**src/rtl/trap_seq_pkg.sv**
```systemverilog
package trap_seq_pkg;
   localparam logic [1:0] PRV_U = 2'd0;
   localparam logic [1:0] PRV_S = 2'd1;
   localparam logic [1:0] PRV_H = 2'd2;
   localparam logic [1:0] PRV_M = 2'd3;

   typedef enum logic [1:0] {
      RT_MACH      = 2'd0,
      RT_SUPER     = 2'd1,
      RT_DBG_ENTER = 2'd2,
      RT_DBG_EXC   = 2'd3
   } route_e;

   function automatic logic [1:0] settle_prv(input logic [1:0] p);
      return (p == PRV_H) ? PRV_U : p;
   endfunction
endpackage

```
**src/rtl/trap_route.sv**
```systemverilog
module trap_route
   import trap_seq_pkg::*;
#(
   parameter int XLEN      = 32,
   parameter int BRK_CAUSE = 3
) (
   input  logic [XLEN-1:0] i_cause,
   input  logic [1:0]      i_prv,
   input  logic [XLEN-1:0] i_medeleg,
   input  logic [XLEN-1:0] i_mideleg,
   input  logic [2:0]      i_dbg_cause,
   input  logic [3:0]      i_ebreak_en,
   output route_e          o_route,
   output logic            o_is_irq,
   output logic [XLEN-1:0] o_index
);
   localparam int IW = $clog2(XLEN);

   logic            in_range;
   logic [XLEN-1:0] mask;
   logic            deleg_bit;
   logic            brk_hit;

   assign o_is_irq  = i_cause[XLEN-1];
   assign o_index   = {1'b0, i_cause[XLEN-2:0]};
   assign in_range  = (o_index[XLEN-1:IW] == '0);
   assign mask      = o_is_irq ? i_mideleg : i_medeleg;
   assign deleg_bit = mask[o_index[IW-1:0]];
   assign brk_hit   = (i_cause == XLEN'(BRK_CAUSE)) && i_ebreak_en[i_prv];

   always_comb begin
      if (brk_hit)
         o_route = RT_DBG_ENTER;
      else if (i_dbg_cause != 3'd0)
         o_route = RT_DBG_EXC;
      else if ((i_prv <= PRV_S) && in_range && deleg_bit)
         o_route = RT_SUPER;
      else
         o_route = RT_MACH;
   end
endmodule

```
**src/rtl/trap_target.sv**
```systemverilog
module trap_target
   import trap_seq_pkg::*;
#(
   parameter int                  XLEN          = 32,
   parameter bit                  VEC_EN        = 1'b1,
   parameter logic [XLEN-1:0]     DBG_ROM_START = 'h800,
   parameter logic [XLEN-1:0]     DBG_ROM_EXC   = 'h808
) (
   input  route_e          i_route,
   input  logic            i_is_irq,
   input  logic [XLEN-1:0] i_index,
   input  logic [1:0]      i_prv,
   input  logic [XLEN-1:0] i_mtvec,
   input  logic [XLEN-1:0] i_stvec,
   output logic [XLEN-1:0] o_pc,
   output logic [1:0]      o_prv
);
   logic [XLEN-1:0] m_base;
   logic [XLEN-1:0] s_base;
   logic [XLEN-1:0] m_off;

   assign m_base = {i_mtvec[XLEN-1:2], 2'b00};
   assign s_base = {i_stvec[XLEN-1:2], 2'b00};

   generate
      if (VEC_EN) begin : g_vec
         assign m_off = (i_mtvec[0] && i_is_irq) ? {i_index[XLEN-3:0], 2'b00} : '0;
      end else begin : g_direct
         assign m_off = '0;
      end
   endgenerate

   always_comb begin
      unique case (i_route)
         RT_DBG_ENTER: begin o_pc = DBG_ROM_START;  o_prv = settle_prv(PRV_M); end
         RT_DBG_EXC:   begin o_pc = DBG_ROM_EXC;    o_prv = i_prv;              end
         RT_SUPER:     begin o_pc = s_base;         o_prv = settle_prv(PRV_S); end
         default:      begin o_pc = m_base + m_off; o_prv = settle_prv(PRV_M); end
      endcase
   end
endmodule

```
**src/rtl/trap_entry_seq.sv**
```systemverilog
module trap_entry_seq
   import trap_seq_pkg::*;
#(
   parameter int              XLEN          = 32,
   parameter bit              VEC_EN        = 1'b1,
   parameter int              BRK_CAUSE     = 3,
   parameter logic [2:0]      DBG_SWBP      = 3'd1,
   parameter logic [XLEN-1:0] DBG_ROM_START = 'h800,
   parameter logic [XLEN-1:0] DBG_ROM_EXC   = 'h808
) (
   input  logic            clk,
   input  logic            rst_n,
   input  logic            i_req,
   input  logic [XLEN-1:0] i_cause,
   input  logic [XLEN-1:0] i_epc,
   input  logic            i_bad_vld,
   input  logic [XLEN-1:0] i_badaddr,
   input  logic [1:0]      i_prv,
   input  logic            i_mie,
   input  logic            i_sie,
   input  logic [XLEN-1:0] i_mtvec,
   input  logic [XLEN-1:0] i_stvec,
   input  logic [XLEN-1:0] i_medeleg,
   input  logic [XLEN-1:0] i_mideleg,
   input  logic [2:0]      i_dbg_cause,
   input  logic [3:0]      i_ebreak_en,
   output logic            o_valid,
   output logic [XLEN-1:0] o_pc,
   output logic            o_prv_we,
   output logic [1:0]      o_prv,
   output logic            o_mcause_we,
   output logic            o_scause_we,
   output logic [XLEN-1:0] o_cause,
   output logic            o_mepc_we,
   output logic            o_sepc_we,
   output logic [XLEN-1:0] o_epc,
   output logic            o_mbad_we,
   output logic            o_sbad_we,
   output logic [XLEN-1:0] o_badaddr,
   output logic            o_mstat_we,
   output logic            o_mpie,
   output logic [1:0]      o_mpp,
   output logic            o_sstat_we,
   output logic            o_spie,
   output logic            o_spp,
   output logic            o_resv_clr,
   output logic            o_dbg_enter,
   output logic [2:0]      o_dbg_cause,
   output logic [1:0]      o_dbg_prv,
   output logic            o_dpc_we
);
   generate
      if (XLEN != 32 && XLEN != 64) begin : g_bad_xlen
         $error("trap_entry_seq: XLEN must be 32 or 64");
      end
      if (BRK_CAUSE < 0 || BRK_CAUSE >= XLEN) begin : g_bad_brk
         $error("trap_entry_seq: BRK_CAUSE out of range");
      end
      if (DBG_ROM_START[1:0] != 2'b00 || DBG_ROM_EXC[1:0] != 2'b00) begin : g_bad_rom
         $error("trap_entry_seq: debug addresses must be word aligned");
      end
   endgenerate

   route_e          route;
   logic            is_irq;
   logic [XLEN-1:0] index;
   logic [XLEN-1:0] pc_nxt;
   logic [1:0]      prv_nxt;
   logic            to_m, to_s, to_dbg;

   trap_route #(.XLEN(XLEN), .BRK_CAUSE(BRK_CAUSE)) u_route (
      .i_cause     (i_cause),
      .i_prv       (i_prv),
      .i_medeleg   (i_medeleg),
      .i_mideleg   (i_mideleg),
      .i_dbg_cause (i_dbg_cause),
      .i_ebreak_en (i_ebreak_en),
      .o_route     (route),
      .o_is_irq    (is_irq),
      .o_index     (index)
   );

   trap_target #(.XLEN(XLEN), .VEC_EN(VEC_EN),
                 .DBG_ROM_START(DBG_ROM_START), .DBG_ROM_EXC(DBG_ROM_EXC)) u_target (
      .i_route  (route),
      .i_is_irq (is_irq),
      .i_index  (index),
      .i_prv    (i_prv),
      .i_mtvec  (i_mtvec),
      .i_stvec  (i_stvec),
      .o_pc     (pc_nxt),
      .o_prv    (prv_nxt)
   );

   assign to_m   = i_req && (route == RT_MACH);
   assign to_s   = i_req && (route == RT_SUPER);
   assign to_dbg = i_req && (route == RT_DBG_ENTER);

   assign o_dbg_cause = DBG_SWBP;

   always_ff @(posedge clk or negedge rst_n) begin
      if (!rst_n) begin
         o_valid     <= 1'b0;
         o_prv_we    <= 1'b0;
         o_mcause_we <= 1'b0;
         o_scause_we <= 1'b0;
         o_mepc_we   <= 1'b0;
         o_sepc_we   <= 1'b0;
         o_mbad_we   <= 1'b0;
         o_sbad_we   <= 1'b0;
         o_mstat_we  <= 1'b0;
         o_sstat_we  <= 1'b0;
         o_resv_clr  <= 1'b0;
         o_dbg_enter <= 1'b0;
         o_dpc_we    <= 1'b0;
         o_pc        <= '0;
         o_prv       <= '0;
         o_cause     <= '0;
         o_epc       <= '0;
         o_badaddr   <= '0;
         o_mpie      <= 1'b0;
         o_mpp       <= '0;
         o_spie      <= 1'b0;
         o_spp       <= 1'b0;
         o_dbg_prv   <= '0;
      end else begin
         o_valid     <= i_req;
         o_prv_we    <= to_m || to_s || to_dbg;
         o_mcause_we <= to_m;
         o_scause_we <= to_s;
         o_mepc_we   <= to_m;
         o_sepc_we   <= to_s;
         o_mbad_we   <= to_m && i_bad_vld;
         o_sbad_we   <= to_s && i_bad_vld;
         o_mstat_we  <= to_m;
         o_sstat_we  <= to_s;
         o_resv_clr  <= to_m || to_s;
         o_dbg_enter <= to_dbg;
         o_dpc_we    <= to_dbg;
         if (i_req) begin
            o_pc      <= pc_nxt;
            o_prv     <= prv_nxt;
            o_cause   <= i_cause;
            o_epc     <= i_epc;
            o_badaddr <= i_badaddr;
            o_mpie    <= i_mie;
            o_mpp     <= i_prv;
            o_spie    <= i_sie;
            o_spp     <= i_prv[0];
            o_dbg_prv <= i_prv;
         end
      end
   end
endmodule

```
**config.mk**
```make
export PLATFORM = sky130hd
export DESIGN_NAME = trap_entry_seq
export DESIGN_NICKNAME = d
export VERILOG_FILES = /design/src/rtl/trap_seq_pkg.sv /design/src/rtl/trap_route.sv /design/src/rtl/trap_target.sv /design/src/rtl/trap_entry_seq.sv
export SDC_FILE = /design/constraint.sdc
export NUM_CORES = 1
export LEC_CHECK = 0
export CAP_MARGIN = 10
export CORE_AREA = 2 2 152 154
export CTS_CLUSTER_SIZE = 25
export DETAILED_ROUTE_END_ITERATION = 16
export DIE_AREA = 0 0 154 156
export HOLD_SLACK_MARGIN = 0.08
export PLACE_DENSITY = 0.86
export SYNTH_ARGS = -nofsm -noshare
export SYNTH_HDL_FRONTEND = slang
export SYNTH_SLANG_ARGS = --single-unit
```
**constraint.sdc**
```tcl
create_clock -name clk -period 0.86 [get_ports clk]
set_input_delay 0.172 -clock clk [delete_from_list [all_inputs] [get_ports clk]]
set_output_delay 0.172 -clock clk [all_outputs]
set_load 0.005 [all_outputs]
```
==> run summary, run 1 <==
The die is roughly 160 um tall. The total met2 wirelength after detailed routing came out at 19.2 mm. The highest attainable clock frequency came out at 382 MHz. The final standard cell utilization of the core came out at 0.701. The worst-case IR drop observed on VDD is 1.02 mV.

The number of placement rows is 55. Of the available clock period, the critical path in the final layout requires 3.04. For the worst setup path, the data required time is 1.19 ns. The total leakage power is 0.00751 uW.

The detailed router finished its first iteration with 496 violations. Among the stages of the critical path, the cell type that occurs most often is sky130_fd_sc_hd__buf_4. The total negative setup slack is -95.71 ns.

392 I/O pins were placed. At the placement stage, the worst setup path has a slack of -2.54 ns. The number of hold violations in the final report is 0.

Setup repair after global routing could not meet its margin everywhere. In this run the worst hold path is classified as in2reg. The total overflow left after global routing is 0. The routed length on met1 came out at 13.6 mm. In this run the critical register-to-register path is launched from o_pc[26]. The remaining antenna violation count after routing is 0. The routed design could run at a clock period as short as around 2.6 ns. The fraction of layout instances using a drive strength above 1 came out at 0.565. The number of detailed-routing iterations run before antenna repair came out at 7. The kind of cell with the highest combined delay along the critical path is buffers and inverters. Yosys printed 0 warnings.

The CTS buffer count came out at 17. The post-synth design cell area is 0.00772 mm^2. Entering global routing, the biggest net connects 38 pins. In the final routed layout, each cell accounts on average for 23.0 um. The count of unresolved DRC violations after routing is 0.

The flow ran to the end, but the final reports show violations. The master of the slowest instance on the critical path is sky130_fd_sc_hd__o211ai_1. The detail-routed via count per cell is 5.38. The fraction of registers with async set/reset came out at 1.00.

The number of instances in the synthesized netlist is 663. The relative area change from synthesis to final layout is 103%. In this run the worst setup path begins at i_cause[31]. The origin of the worst min-delay path is i_cause[10]. The checks that failed: negative setup slack. Routed signal wires occupy layers up through met4. The max-cap violation count came out at 0. The final count of pins violating max slew came out at 0.

The largest fanout of any net on the critical path came out at 7. The congestion estimate from routability-driven global placement came to between 0.9 and 1. The mean post-synth cell area came out at 11.6 um^2.

STA classifies the critical path endpoint as a flop. The number of sinks on the clock net is 140. The wire length on met3 is 2.63 mm.

The number of global-route vias before repair is 9244. The worst slew margin relative to its limit is 0.575. The starting density of the core is 0.345. The worst setup slack after layout came out at -1.75 ns. The detailed-placement wirelength estimate came out at ~24 mm. The worst setup path is launched from a primary input.

Setup violations remaining at the end of the flow were counted as 254. The count of vias placed by the detailed router is 8744. The clock-pin slew on the worst setup and hold paths came out at 0.07 ns. The sequential area share after synthesis is 0.454.

On the final layout, the worst clock skew is 0 ns. The first global-routing pass estimated 51.9 mm of wire. The unique cell type count in the Yosys netlist came out at 62. The final layout contains routed wiring with a total length of roughly 37 mm. The worst-case clock buffer depth is 2. At the pin with the least slew margin, the transition time is 0.636 ns. The count of flip-flops with a built-in enable after synthesis is 0. The count of cells in the finished layout, fillers not included, comes to about 1600. Data on the critical path arrives at its endpoint at 2.94 ns. The number of antenna violations at the first check in global routing is 3. The total die area came out at 0.0240 mm^2.

In this run the clock root is driven by a sky130_fd_sc_hd__clkbuf_16. In the final design database the tool counted 1595 nets. The total instance count after detailed placement came out at 1476. For this run, the leading register cell type out of synthesis is sky130_fd_sc_hd__dfrtp_1.

After floorplanning, the core was sized to cover about 0.022 mm^2. The die is around 150 um wide. The register bit count reported by yosys is 140. The aggregate global-route resource usage is 0.283. CTS built an H-tree with a depth of 4. The startpoint-to-endpoint class of the critical path is in2reg. In this design, the stage delay of the slowest critical-path cell is 0.30 ns. The number of port buffers came out at about 380. The critical path goes through buf_8 > buf_12 > buf_4 > and3_4 > ha_4 > buf_6 > inv_1 > o211ai_1 > nand3_2 > buf_4 > buf_4 > buf_4 > a21oi_2 > nor2b_1 > xnor2_1 > mux2i_1 > o2bb2ai_1. The TritonCTS clock tree is done. At the later pin of the worst-skew pair, clock insertion delay measures 0.42 ns.

The buffers plus inverters on the worst setup path came out at 8. The power density over cell area is 1410 mW/mm^2.
==> worst register-to-register path: stages, from the launching register on <==
cell and delay [ns]:
sky130_fd_sc_hd__dfrtp_1 0.40, sky130_fd_sc_hd__buf_4 0.14, sky130_fd_sc_hd__buf_4 0.12, sky130_fd_sc_hd__a221o_1 0.34
==> final timing paths <==
check / slack, ns / to / cells past startpoint
worst max-delay path: -1.75 / o_pc[15] / 17
worst max register to register: -0.26 / o_pc[26] / 3
worst min register to register: 0.49 / o_pc[24] / 1
min in group asynchronous: 0.21 / o_mbad_we / 2
worst min-delay path: 0.08 / o_cause[10] / 3
max in group asynchronous: 0.17 / o_badaddr[25] / 3
==> power by group <==
group          leakage, uW  switching [uW]  internal (uW)
clock             0.000299            3580           4210
combinational      0.00550            2690           4150
sequential         0.00170             358           7140
==> routing by layer <==
metal	vias up	global-route usage
met3	149	0.0567
met5	-	0
met2	530	0.524
li1	3793	-
met1	4272	0.311
met4	0	0.136
==> cell usage in the layout (no fill, tap or decap), drive strengths merged, types with 13 or more instances in the layout <==
master	count
buf	468
clkdlybuf4s50	159
dfrtp	140
mux2	100
dlygate4sd2	43
a21oi	43
and3	34
nor2	30
ha	29
clkbuf	28
o21ai	18
mux4	17
o2bb2ai	17
nand2	16
inv	15
xnor2	14
nand3	13
==> logic make-up (layout without fill, tap and decap cells) <==
kind of cell,count (synthesis),after routing,synth area share
AO/OA/AOI/OAI,141,141,0.125
XOR/XNOR,24,24,0.0272
adder cells (fa/ha/maj),30,30,0.0496
buffers and inverters,58,731,0.0379
flip-flops,140,140,0.454
multiplexers,126,126,0.207
other,2,6,0.000973
AND/OR/NAND/NOR,142,142,0.0979
==> final cells by class <==
cell class / count / area (um^2)
inverters: 7 / 41.3
flip-flops and latches: 140 / 3500
well taps: 285 / 357
clock inverters: 15 / 196
clock buffers: 17 / 425
fillers: 1528 / 6680
diodes: 1 / 2.50
multi-input cells: 468 / 5050
repair buffers: 692 / 6110
==> synth_stat cells, types with 3 or more instances <==
master	instances	area, um^2
sky130_fd_sc_hd__dfrtp_1	140	3500
sky130_fd_sc_hd__mux2_2	100	1130
sky130_fd_sc_hd__a21oi_1	43	215
sky130_fd_sc_hd__and3_1	34	213
sky130_fd_sc_hd__nor2_1	30	113
sky130_fd_sc_hd__clkbuf_1	29	109
sky130_fd_sc_hd__ha_1	29	363
sky130_fd_sc_hd__mux4_2	17	383
sky130_fd_sc_hd__o21ai_0	17	85.1
sky130_fd_sc_hd__o2bb2ai_1	17	149
sky130_fd_sc_hd__nand2_1	16	60.1
sky130_fd_sc_hd__xnor2_1	14	123
sky130_fd_sc_hd__buf_4	13	97.6
sky130_fd_sc_hd__nand3_1	13	65.1
sky130_fd_sc_hd__a21o_1	12	90.1
sky130_fd_sc_hd__nor3_1	12	60.1
sky130_fd_sc_hd__nor2b_1	11	68.8
sky130_fd_sc_hd__xor2_1	10	87.6
sky130_fd_sc_hd__mux2i_1	9	90.1
sky130_fd_sc_hd__inv_1	6	22.5
sky130_fd_sc_hd__nor4_1	6	37.5
sky130_fd_sc_hd__nand2b_1	5	31.3
sky130_fd_sc_hd__a211o_1	4	35.0
sky130_fd_sc_hd__a211oi_1	4	30.0
sky130_fd_sc_hd__a221o_1	4	40.0
sky130_fd_sc_hd__a32oi_1	4	35.0
sky130_fd_sc_hd__and2_1	4	25.0
sky130_fd_sc_hd__o21bai_1	4	30.0
sky130_fd_sc_hd__a22oi_1	3	22.5
sky130_fd_sc_hd__buf_1	3	11.3
sky130_fd_sc_hd__buf_6	3	33.8
sky130_fd_sc_hd__o211ai_1	3	22.5
sky130_fd_sc_hd__o21a_1	3	22.5
sky130_fd_sc_hd__o31a_1	3	26.3
sky130_fd_sc_hd__o41ai_1	3	26.3
==> through the flow <==
step	total power [uW]	instance area, um^2	hold slack, ns
after floorplan	9850	8580	-0.124
after global placement	13400	13700	0.0741
after global routing	22900	15700	0.0704
after detailed placement	13600	13700	0.0759
after CTS	21500	15000	0.0645
final	22100	15700	0.0810
==> registers in the layout (all words and copies together), names as in the netlist <==
signal / cells
o_badaddr: 32
o_cause: 32
o_dbg_prv: 2
o_dpc_we: 1
o_epc: 32
o_mbad_we: 1
o_mpie: 1
o_mstat_we: 1
o_pc: 30
o_prv: 2
o_prv_we: 1
o_resv_clr: 1
o_sbad_we: 1
o_spie: 1
o_sstat_we: 1
o_valid: 1
==> timing repair <==
| action | CTS | global route |
|---|---|---|
| gates cloned | 5 | 4 |
| hold endpoints to repair | 143 | 3 |
| pin swaps | 66 | 53 |
| hold buffers | 3 | 2 |
| buffers inserted | 100 | 55 |
| resized for setup | 905 | 128 |
| endpoints found under the setup margin | 278 | 265 |
(Power assumes the default switching activity.)
==> run 2: changes to the inputs <==
--- a/config.mk
+++ b/config.mk
@@ -10,6 +10,7 @@
 export CTS_CLUSTER_SIZE = 25
 export DETAILED_ROUTE_END_ITERATION = 16
 export DIE_AREA = 0 0 154 156
+export GPL_TIMING_DRIVEN = 0
 export HOLD_SLACK_MARGIN = 0.08
 export PLACE_DENSITY = 0.86
 export SYNTH_ARGS = -nofsm -noshare
==> run 2 against run 1 <==
Effect of this change: wire length decreased by 6.2%; critical path type unchanged; the flow finishes with violations (negative hold slack, negative setup slack); setup slack got worse by 0.16 ns; utilization decreased by 1.3 points; largest cell class unchanged; worst hold slack got worse by 0.41 ns; die area unchanged; flip-flop and latch count unchanged; global-route usage decreased by 0.19 points; clock power decreased by 3.2%.
==> run summary, run 2 (same netlist as run 1, synthesis figures left out) <==
The run finished, with violations left. The final reports fail on negative hold slack, negative setup slack. The fraction of layout instances using a drive strength above 1 is 0.519 (-0.0461). The largest stage delay on the critical path is 0.42 ns (+0.12 ns). The data arrival at the endpoint of the critical path came out at 3.09 ns (+0.15 ns). Clock tree synthesis selected as its root buffer the cell sky130_fd_sc_hd__clkbuf_16.

The CTS buffer count came out at 17 (unchanged). The relative area change from synthesis to final layout came out at 99.3%. The number of top-level design ports came out at 392 (unchanged). In the layout the commonest cells are sky130_fd_sc_hd__clkdlybuf4s50_1 (175), sky130_fd_sc_hd__buf_2 (143), sky130_fd_sc_hd__dfrtp_1 (139), sky130_fd_sc_hd__buf_6 (124), sky130_fd_sc_hd__mux2_4 (84).

The total area of sequential cells is 0.00350 mm^2 (unchanged). The antenna diode instance count came out at 0 (-1). In the final layout, the registers with the most flip-flops are o_badaddr x32, o_cause x32, o_epc x32. The slack of the worst reg-to-reg path is -0.27 ns (about the same).

The startpoint identified for the worst register-to-register timing path is o_dbg_prv[0]. The worst setup slack after layout came out at -1.91 ns (-0.160 ns). The final count of pins violating max slew is 0 (unchanged).

The remaining antenna violation count after routing came out at 0 (unchanged). The worst-case clock buffer depth is 2 (unchanged). The buffers plus inverters on the worst setup path was 5 (-3). The die height came to 156 um (unchanged). The final clock skew came out at 0 ns (unchanged). The total die area came out at 0.0240 mm^2 (unchanged). The number of placement rows came out at 55 (unchanged). The detailed-placement wirelength estimate was 23.6 mm (-2.2%). The max-cap violation count is 0 (unchanged). The total leakage power came out at 0.00719 uW (-4.2%). The detailed-route wire length came out at 35.1 mm (-6.2%). Setup repair after global routing could not meet its margin everywhere. The worst register-to-register path ends at o_dbg_prv[0].

The largest fanout of any net on the critical path is 5 (-2). The part of the cycle the worst path needs came out at 3.23 (+0.186). The multi-input combinational cell area came out at 0.00510 mm^2 (+0.99%). The average routed wire per standard cell came out at 22.6 um (-1.9%). The starting density of the core came out at 0.345 (unchanged).

The worst hold slack after final layout was -0.327 ns (-0.408 ns). The required time of the worst setup path came out at 1.17 ns (-0.02 ns). The number of detailed-routing iterations run before antenna repair is 5 (-2). The total negative setup slack came out at -103.07 ns (-7.36 ns).

The most common library cell in the layout ignoring fill and taps is sky130_fd_sc_hd__clkdlybuf4s50_1. The worst reg2reg path depth came out at 4 (+1). The power density over cell area came to 1410 mW/mm^2 (-0.29%). TritonCTS built the clock tree.

The clock-pin slew on the worst setup and hold paths came to 0.07 ns (about the same). The pre-CTS setup slack is -3.30 ns (-0.765 ns). The highest attainable clock frequency came out at 360 MHz (-5.8%). The number of violations reported at the end of detailed-routing iteration 0 is 461 (-7.1%). The number of antenna violations at the first check in global routing is 0 (-3). The clock insertion delay at the later pin of the skew report is 0.43 ns (about the same). The count of filler cells inserted in the layout came to 1521 (-0.46%).

The worst slew margin relative to its limit came to 0.479 (-0.0963). The final standard cell utilization of the core came to 0.688 (-0.0133). The routability congestion estimate is 0.912 (+1.2%). The number of H-tree branching levels is 4 (unchanged). The overall die width came out at 154 um (unchanged).

The wire length of the first global-routing pass came out at 51.1 mm (-1.5%). The startpoint-to-endpoint class of the critical path is in2reg. The net total in the final layout is 1525 (-4.4%). The placeable core region came to 0.0224 mm^2 (unchanged). Walking the worst path, the cells encountered are buf_12 > buf_12 > clkbuf_16 > clkbuf_16 > and3_4 > ha_4 > fa_2 > a211oi_4 > o21bai_2 > a21oi_2 > o31a_1 > buf_4 > o21ai_2 > a21oi_2 > xnor2_1 > a221o_1.

The detail-routed via count per cell is 5.36 (-0.33%). The aggregate global-route resource usage is 0.281 (-0.00192). The maximum vdd ir drop came to 0.966 mV (-5.2%). The number of hold violations in the final report came out at 42 (+42). The largest individual stage delay along the critical path comes from the cell sky130_fd_sc_hd__fa_2.

The count of vias placed by the detailed router was 8334 (-4.7%). The number of global-route vias before repair is 8809 (-4.7%). The worst setup path is captured at a flop. The total overflow reported by the global router is 0 (unchanged). The final number of setup-violating endpoints was 256 (+0.79%). The worst setup path is launched from a primary input. The largest net degree at the start of global routing is 99 (+160%). The transition time of the tightest slew-check pin came out at 0.782 ns (+0.146 ns). The number of port buffers came to 380 (-0.78%). Among cell families on the critical path, the largest total delay comes from compound AO/OA/AOI/OAI gates. The shortest clock period the worst path allows after layout came to 2.77 ns (+0.160 ns). The number of sinks on the clock net is 140 (unchanged).

The count of unresolved DRC violations after routing is 0 (unchanged). The class of the most critical hold timing path is in2async.
-- run 2: cell type report --
type / instances / area share
timing repair buffer: 577 / 0.332
clock buffer: 18 / 0.0279
sequential: 140 / 0.228
tap: 285 / 0.0232
inverter: 7 / 0.00252
clock inverter: 14 / 0.0100
buffer: 45 / 0.0447
multi-input combinational: 468 / 0.331
-- run 2: worst register-to-register path: stages, from the launching register on --
cell and delay [ns]:
sky130_fd_sc_hd__dfrtp_2 0.42, sky130_fd_sc_hd__buf_6 0.13, sky130_fd_sc_hd__buf_6 0.11, sky130_fd_sc_hd__buf_6 0.10, sky130_fd_sc_hd__mux2_4 0.26
-- run 2: metal layers --
metal / up-vias / track usage / wire length (um)
li1: 3659 / - / -
met1: 4059 / 0.307 / 12600
met2: 512 / 0.516 / 18300
met3: 104 / 0.0736 / 2880
met4: 0 / 0.119 / 1340
met5: - / 0 / 0
-- run 2: metrics by stage --
step / total power [uW] / cells / area [um^2] / hold WS (ns)
global route: 22400 / 1554 / 15400 / -0.304
finish: 21600 / 1554 / 15400 / -0.327
global placement: 12800 / 1331 / 12700 / 0.463
detailed placement: 12900 / 1332 / 12800 / 0.127
floorplan: 9850 / 666 / 8580 / -0.124
CTS: 21100 / 1522 / 14800 / -0.325
-- run 2: repair_timing --
action | CTS | global route
setup endpoints to repair | 287 | 265
gates cloned | 5 | 0
pin swaps | 57 | 47
hold buffers | 20 | 2
gates resized for setup | 950 | 102
endpoints found under the hold margin | 63 | 44
setup buffers | 137 | 63
-- run 2: report_power, final --
group | switching (uW) | internal [uW] | total (uW)
clock | 3440 | 4110 | 7550
combinational | 2570 | 4030 | 6600
sequential | 352 | 7140 | 7490
total | 6360 | 15300 | 21600
-- run 2: how the worst max path moves through the flow --
stage / cells after the start / slack [ns] / to / from
after floorplan: 15 / -2.15 / o_pc[29] / i_cause[31]
after global placement: 1 / -6.02 / o_cause[0] / rst_n
after detailed placement: 14 / -3.30 / o_pc[29] / i_mtvec[0]
after CTS: 16 / -1.96 / o_pc[28] / i_cause[31]
after global routing: 16 / -2.03 / o_pc[22] / i_cause[31]
final: 16 / -1.91 / o_pc[22] / i_cause[31]
